<file path="config.mk">
export PLATFORM = sky130hd
export DESIGN_NAME = mg_ble
export DESIGN_NICKNAME = d
export VERILOG_FILES = /design/src/rtl/mg_ble_pkg.sv /design/src/rtl/mg_cfg_chain.sv /design/src/rtl/mg_lut.sv /design/src/rtl/mg_macro_gate.sv /design/src/rtl/mg_ble.sv
export SDC_FILE = /design/constraint.sdc
export NUM_CORES = 1
export LEC_CHECK = 0
export ABC_AREA = 1
export BUFFER_PORTS_ARGS = -buffer_cell sky130_fd_sc_hd__buf_2
export CAP_MARGIN = 20
export CORE_MARGIN = 10
export CORE_UTILIZATION = 50
export CTS_CLUSTER_DIAMETER = 100
export DETAILED_ROUTE_END_ITERATION = 12
export PLACE_DENSITY = 0.71
export REMOVE_ABC_BUFFERS = 1
export SYNTH_ARGS = -nofsm -noshare
export SYNTH_HDL_FRONTEND = slang
export SYNTH_SLANG_ARGS = --single-unit
</file>
<file path="constraint.sdc">
create_clock -name clk_i -period 1.4 [get_ports clk_i]
set_clock_uncertainty 0.15 [all_clocks]
set_input_delay 0.14 -clock clk_i [delete_from_list [all_inputs] [get_ports clk_i]]
set_output_delay 0.14 -clock clk_i [all_outputs]
set_load 0.05 [all_outputs]
</file>
<file path="src/rtl/mg_ble_pkg.sv">
package mg_ble_pkg;
  localparam int unsigned LUT_K     = 6;
  localparam int unsigned LUT_BITS  = 1 << LUT_K;
  localparam int unsigned MG_IN     = 6;
  localparam int unsigned FSEL_W    = 2;
  localparam int unsigned FSEL_LSB  = LUT_BITS;
  localparam int unsigned INV_LSB   = FSEL_LSB + FSEL_W;
  localparam int unsigned OINV_POS  = INV_LSB + MG_IN;
  localparam int unsigned CFG_LEN   = OINV_POS + 1;

  typedef enum logic [FSEL_W-1:0] {
    MG_AND6  = 2'd0,
    MG_SOP4  = 2'd1,
    MG_SOP3  = 2'd2,
    MG_SOP5  = 2'd3
  } mg_func_e;
endpackage

</file>
<file path="src/rtl/mg_cfg_chain.sv">
module mg_cfg_chain #(
  parameter int unsigned LEN = 73
) (
  input  logic           clk_i,
  input  logic           rst_ni,
  input  logic           en_i,
  input  logic           din_i,
  output logic [LEN-1:0] cfg_o,
  output logic           dout_o
);
  logic [LEN-1:0] sr_q;

  always_ff @(posedge clk_i or negedge rst_ni) begin
    if (!rst_ni)   sr_q <= '0;
    else if (en_i) sr_q <= {sr_q[LEN-2:0], din_i};
  end

  assign cfg_o  = sr_q;
  assign dout_o = sr_q[LEN-1];

  AST_CFG_HOLD: assert property (@(posedge clk_i) disable iff (!rst_ni)
    !en_i |=> $stable(cfg_o));
  AST_CFG_SHIFT_IN: assert property (@(posedge clk_i) disable iff (!rst_ni)
    en_i |=> cfg_o[0] == $past(din_i));
  AST_CFG_SHIFT_UP: assert property (@(posedge clk_i) disable iff (!rst_ni)
    en_i |=> dout_o == $past(cfg_o[LEN-2]));
endmodule

</file>
<file path="src/rtl/mg_lut.sv">
module mg_lut #(
  parameter int unsigned K = 6
) (
  input  logic [(1<<K)-1:0] tt_i,
  input  logic [K-1:0]      sel_i,
  output logic              y_o
);
  localparam int unsigned N = 1 << K;

  // heap-ordered mux tree: node 1 is root, leaves at N..2N-1
  logic [2*N-1:1] node;

  for (genvar l = 0; l < N; l++) begin : g_leaf
    assign node[N+l] = tt_i[l];
  end

  for (genvar d = 0; d < K; d++) begin : g_lvl
    for (genvar j = 0; j < (1 << d); j++) begin : g_mux
      localparam int unsigned I = (1 << d) + j;
      assign node[I] = sel_i[K-1-d] ? node[2*I+1] : node[2*I];
    end
  end

  assign y_o = node[1];

  always_comb begin
    AST_LUT_INDEX: assert (y_o === tt_i[sel_i]);
  end
endmodule

</file>
<file path="src/rtl/mg_macro_gate.sv">
module mg_macro_gate
  import mg_ble_pkg::*;
#(
  parameter int unsigned W = MG_IN
) (
  input  logic [W-1:0]      x_i,
  input  logic [W-1:0]      inv_i,
  input  logic [FSEL_W-1:0] fsel_i,
  input  logic              oinv_i,
  output logic              y_o
);
  logic [W-1:0] v;
  logic a, b, c, d, e, f;
  logic fn;

  assign v = x_i ^ inv_i;
  assign {f, e, d, c, b, a} = v[5:0];

  always_comb begin
    unique case (mg_func_e'(fsel_i))
      MG_AND6: fn = &v[5:0];
      MG_SOP4: fn = (~a & ~b & ~c) | (b & c & ~f) | (b & ~c & ~d) | (~b & c & e);
      MG_SOP3: fn = (a & ~b & c & ~d & e) | (b & c & e & f) | (d & e & f);
      MG_SOP5: fn = (a & ~b) | (~a & c & ~d) | (~b & ~c) | ~e | ~f;
      default: fn = 1'b0;
    endcase
  end

  assign y_o = fn ^ oinv_i;

  always_comb begin
    if (fsel_i == 2'd0 && inv_i == '0 && !oinv_i)
      AST_AND6_PLAIN: assert (y_o === (x_i == {W{1'b1}}));
    if (fsel_i == 2'd3 && oinv_i == 1'b0 && v[4] == 1'b0)
      AST_SOP5_E_LOW: assert (y_o === 1'b1);
  end
endmodule

</file>
<file path="src/rtl/mg_ble.sv">
module mg_ble
  import mg_ble_pkg::*;
(
  input  logic             clk_i,
  input  logic             rst_ni,
  input  logic             cfg_en_i,
  input  logic             cfg_din_i,
  output logic             cfg_dout_o,
  input  logic [LUT_K-1:0] lut_in_i,
  input  logic [MG_IN-1:0] mg_in_i,
  output logic             lut_o,
  output logic             mg_o
);
  logic [CFG_LEN-1:0] cfg;

  mg_cfg_chain #(.LEN(CFG_LEN)) u_chain (
    .clk_i  (clk_i),
    .rst_ni (rst_ni),
    .en_i   (cfg_en_i),
    .din_i  (cfg_din_i),
    .cfg_o  (cfg),
    .dout_o (cfg_dout_o)
  );

  mg_lut #(.K(LUT_K)) u_lut (
    .tt_i  (cfg[LUT_BITS-1:0]),
    .sel_i (lut_in_i),
    .y_o   (lut_o)
  );

  mg_macro_gate #(.W(MG_IN)) u_mg (
    .x_i    (mg_in_i),
    .inv_i  (cfg[INV_LSB +: MG_IN]),
    .fsel_i (cfg[FSEL_LSB +: FSEL_W]),
    .oinv_i (cfg[OINV_POS]),
    .y_o    (mg_o)
  );

  AST_RESET_LUT_ZERO: assert property (@(posedge clk_i)
    !rst_ni |-> !lut_o);
endmodule

</file>
==> flow_summary_export.csv <==
group,metric,value,unit
logic_synthesis,synth_cell_types,21,
setup_path,crit_start,"u_chain.cfg_o[68]",
placed_design,gp_congestion,0.8548,
die,pin_count,19,
power,p_per_area,1271,nW/um2
final_layout,final_cells,643,
min_path,whs_path_depth,3,
die,die_width,104.6,um
logic_synthesis,async_flop_share,100.0,%
setup_path,startpoint_type,"register",
power,ir_drop,0.0007195,V
detailed_routing,routedWlPerCell,12.21,um
global_route,gr-total-overflow,0,
clocking,cts_sinks,73,
setup_path,cpMaxStageDelayCell,"dfrtp_1",
die,die_area,10950,um2
power,power_frac_clock,29.6,%
logic_synthesis,ys_ff_latch,73,
power,power_switching,1.763,mW
run_status,violations,"setup timing",
timing,rsz0062_at_grt,"true",
job,max_cap_viol_count,0,
placed_design,dp_slack,-0.2882,ns
power,internal_power,4.041,mW
timing,setup_ws,-0.5898,ns
die,die_h,104.6,um
setup_path,crit_path_max_incr_delay,0.42,ns
placed_design,dp_hpwl,5.310,mm
final_layout,nets,558,
clocking,cts_inserted_buffers,9,
die,rows,30,
detailed_routing,drtIter0Drc,200,
global_route,grt_pass1_vias,3050,
logic_synthesis,yosysSeqAreaShare,51.00,%
final_layout,drive_gt1_share,25.05,%
timing,finalHoldViolCount,0,
logic_synthesis,netlist_area,3582,um2
logic_synthesis,syn_area_per_cell,7.737,um2
timing,max_freq,0.5026,GHz
global_route,grt_pass1_wl,13.42,mm
min_path,worst_hold_startpoint,"cfg_en_i",
placed_design,io_buffers,18,
timing,layout_min_cycle_time,1.990,ns
final_layout,multi_input_area,1446,um2
detailed_routing,drtPass1Iterations,4,
setup_path,critPathKind,"register to output pin",
logic_synthesis,synth_edf_count,0,
logic_synthesis,synth_flop_cell,"dfrtp_1",
clocking,htreeDepth,3,
logic_synthesis,yosysWarningCount,0,
setup_path,cp.required,1.11,ns
setup_path,r2r_setup_slack,0.34,ns
setup_path,crit_path_max_fanout,6,
final_layout,antenna_cells,0,
timing,setup-violations-final,2,
clocking,clk_path_buf_depth,2,
logic_synthesis,postSynthCellCount,463,
timing,relSlewSlack,74.47,%
clocking,root_buffer,"clkbuf_8",
setup_path,timing.rr.start,"u_chain.cfg_o[17]",
timing,tightest_slew,0.3829,ns
detailed_routing,vias_per_cell,4.932,
setup_path,end_kind,"output pin",
power,swShare,30.38,%
run_status,status,"finished, violations left",
power,power_frac_seq,44.5,%
final_layout,seq_area,1827,um2
setup_path,reg2reg_depth,4,
clocking,clock_latency,0.35,ns
min_path,whs_endpoint,"u_chain.cfg_o[31]",
power,power_frac_comb,25.9,%
final_layout,fill_cells,589,
final_layout,largest_register_ffs,73,
die,start_util,52.15,%
detailed_routing,vias,3171,
global_route,grt_util_all_layers,14.55,%
die,core_area,6869,um2
global_route,antenna_found_initial,0,
detailed_routing,wl,7.853,mm
final_layout,postLayoutCoreUtil,66.48,%
detailed_routing,detail-route-antenna-nets,0,
final_layout,area_growth,27.49,%
setup_path,r2r_end,"u_chain.cfg_o[17]",
timing,fin_crit_sh,142.1,%
clocking,cts_tree,"done",
detailed_routing,route.detailed.drc,0,
placed_design,dp.cells,621,
power,power_leakage,2.281,nW
setup_path,crit_arrival,1.70,ns
clocking,clkTransAtPathRegs,0.08,ns
timing,slew_viol_final,0,
global_route,grt_start_max_net_pins,74,
setup_path,worstPathCellList,"inv_2 -> nand2_2 -> nand2_4 -> inv_2 -> o21bai_1 -> nand3_1 -> nand3_2 -> nand3_2 -> nand2_1 -> nand2_1 -> buf_6",
min_path,hp-class,"primary input to register",
==> layer usage <==
metal / global-route usage [%] / wire length [um]
met1: 17.99 / 3611
met4: 5.392 / 91
met2: 24.22 / 3904
met3: 3.378 / 246
met5: 0 / 0
==> critical path: cells and delay by family, from the launching register on <==
| kind | cells | cell delay, ns |
|---|---|---|
| and+or+nand+nor | 7 | 0.54 |
| DFF | 1 | 0.42 |
| buffers and inverters | 3 | 0.28 |
| AOI/OAI and AO/OA | 1 | 0.12 |
==> worst max-delay path by stage <==
stage	endpoint	slack, ns	depth (start not counted)
floorplan	mg_o	-0.23	11
global placement	mg_o	-0.25	12
detailed placement	mg_o	-0.29	13
CTS	mg_o	-0.59	12
global route	mg_o	-0.72	13
finish	mg_o	-0.59	11
==> Yosys cell counts (2+ instances only) <==
cell type | n | area (um2)
a21oi_1 | 59 | 295.3
buf_1 | 3 | 11.26
buf_2 | 9 | 45.04
buf_6 | 7 | 78.83
clkbuf_1 | 7 | 26.28
dfrtp_1 | 73 | 1827
inv_1 | 53 | 198.9
inv_2 | 3 | 11.26
nand2_1 | 100 | 375.4
nand2_2 | 2 | 12.51
nand3_1 | 33 | 165.2
nor2_1 | 39 | 146.4
o21ai_0 | 44 | 220.2
o21ai_1 | 24 | 120.1
==> cells in the final DEF, fill, tap and decap left out <==
cell type	synthesis	layout
nand2_2	2	7
buf_12	0	5
nand2_1	100	93
inv_2	3	7
nor2_1	39	38
nand2_4	0	2
clkinvlp_4	0	1
inv_4	1	1
nor2_4	0	1
clkbuf_1	7	1
clkinv_2	0	1
bufinv_16	0	1
nand3_1	33	30
dlygate4sd3_1	0	2
buf_2	9	15
nand4_1	1	1
inv_1	53	49
o21bai_1	1	1
clkbuf_8	0	11
o21ai_1	24	26
nand3_2	0	3
a21oi_1	59	52
o21ai_0	44	42
nor3_1	1	1
nand3b_1	1	1
a21oi_2	1	8
clkinv_4	0	1
buf_4	1	71
buf_6	7	2
dfrtp_1	73	73
==> kinds of logic after synthesis <==
| family | Yosys count | synth area share [%] |
|---|---|---|
| compound gates | 129 | 18.20 |
| buf+inv | 84 | 10.76 |
| flops | 73 | 51.00 |
| simple gates | 177 | 20.05 |
==> layout make-up <==
cell class | instances | share of cell area [%]
Inverter | 57 | 4.740
Multi-Input combinational cell | 306 | 31.67
Clock buffer | 12 | 3.397
Tap cell | 96 | 2.630
Clock inverter | 4 | 1.123
Sequential cell | 73 | 40.00
Timing Repair Buffer | 95 | 16.44
==> through the flow <==
step | total power, mW | hold slack (ns) | TNS [ns] | area [um2]
floorplan | 3.255 | -0.3056 | -0.2627 | 3413
global placement | 3.958 | 0.04652 | -0.4935 | 4222
detailed placement | 4.013 | 0.05094 | -0.5345 | 4222
CTS | 5.774 | 0.1093 | -1.050 | 4483
global route | 6.170 | 0.1507 | -1.273 | 4567
finish | 5.805 | 0.1190 | -1.032 | 4567
==> power groups by stage <==
| stage | sequential, mW | combinational [mW] | clock [mW] |
|---|---|---|---|
| 3_5_place_dp | 2.62 | 1.40 | 0 |
| 3_3_place_gp | 2.60 | 1.36 | 0 |
| 2_1_floorplan | 2.61 | 0.645 | 0 |
| 4_1_cts | 2.58 | 1.45 | 1.74 |
| 5_1_grt | 2.62 | 1.70 | 1.85 |
| 6_report | 2.58 | 1.50 | 1.72 |
==> repair_timing <==
item / 4_1_cts / 5_1_grt
hold buffers: 2 / 0
setup buffers: 1 / 3
gates resized for setup: 11 / 20
pin swaps: 12 / 12
endpoints found under the setup margin: 2 / 2
endpoints found under the hold margin: 74 / 0
Note: power is estimated with default switching activity, not from simulation.
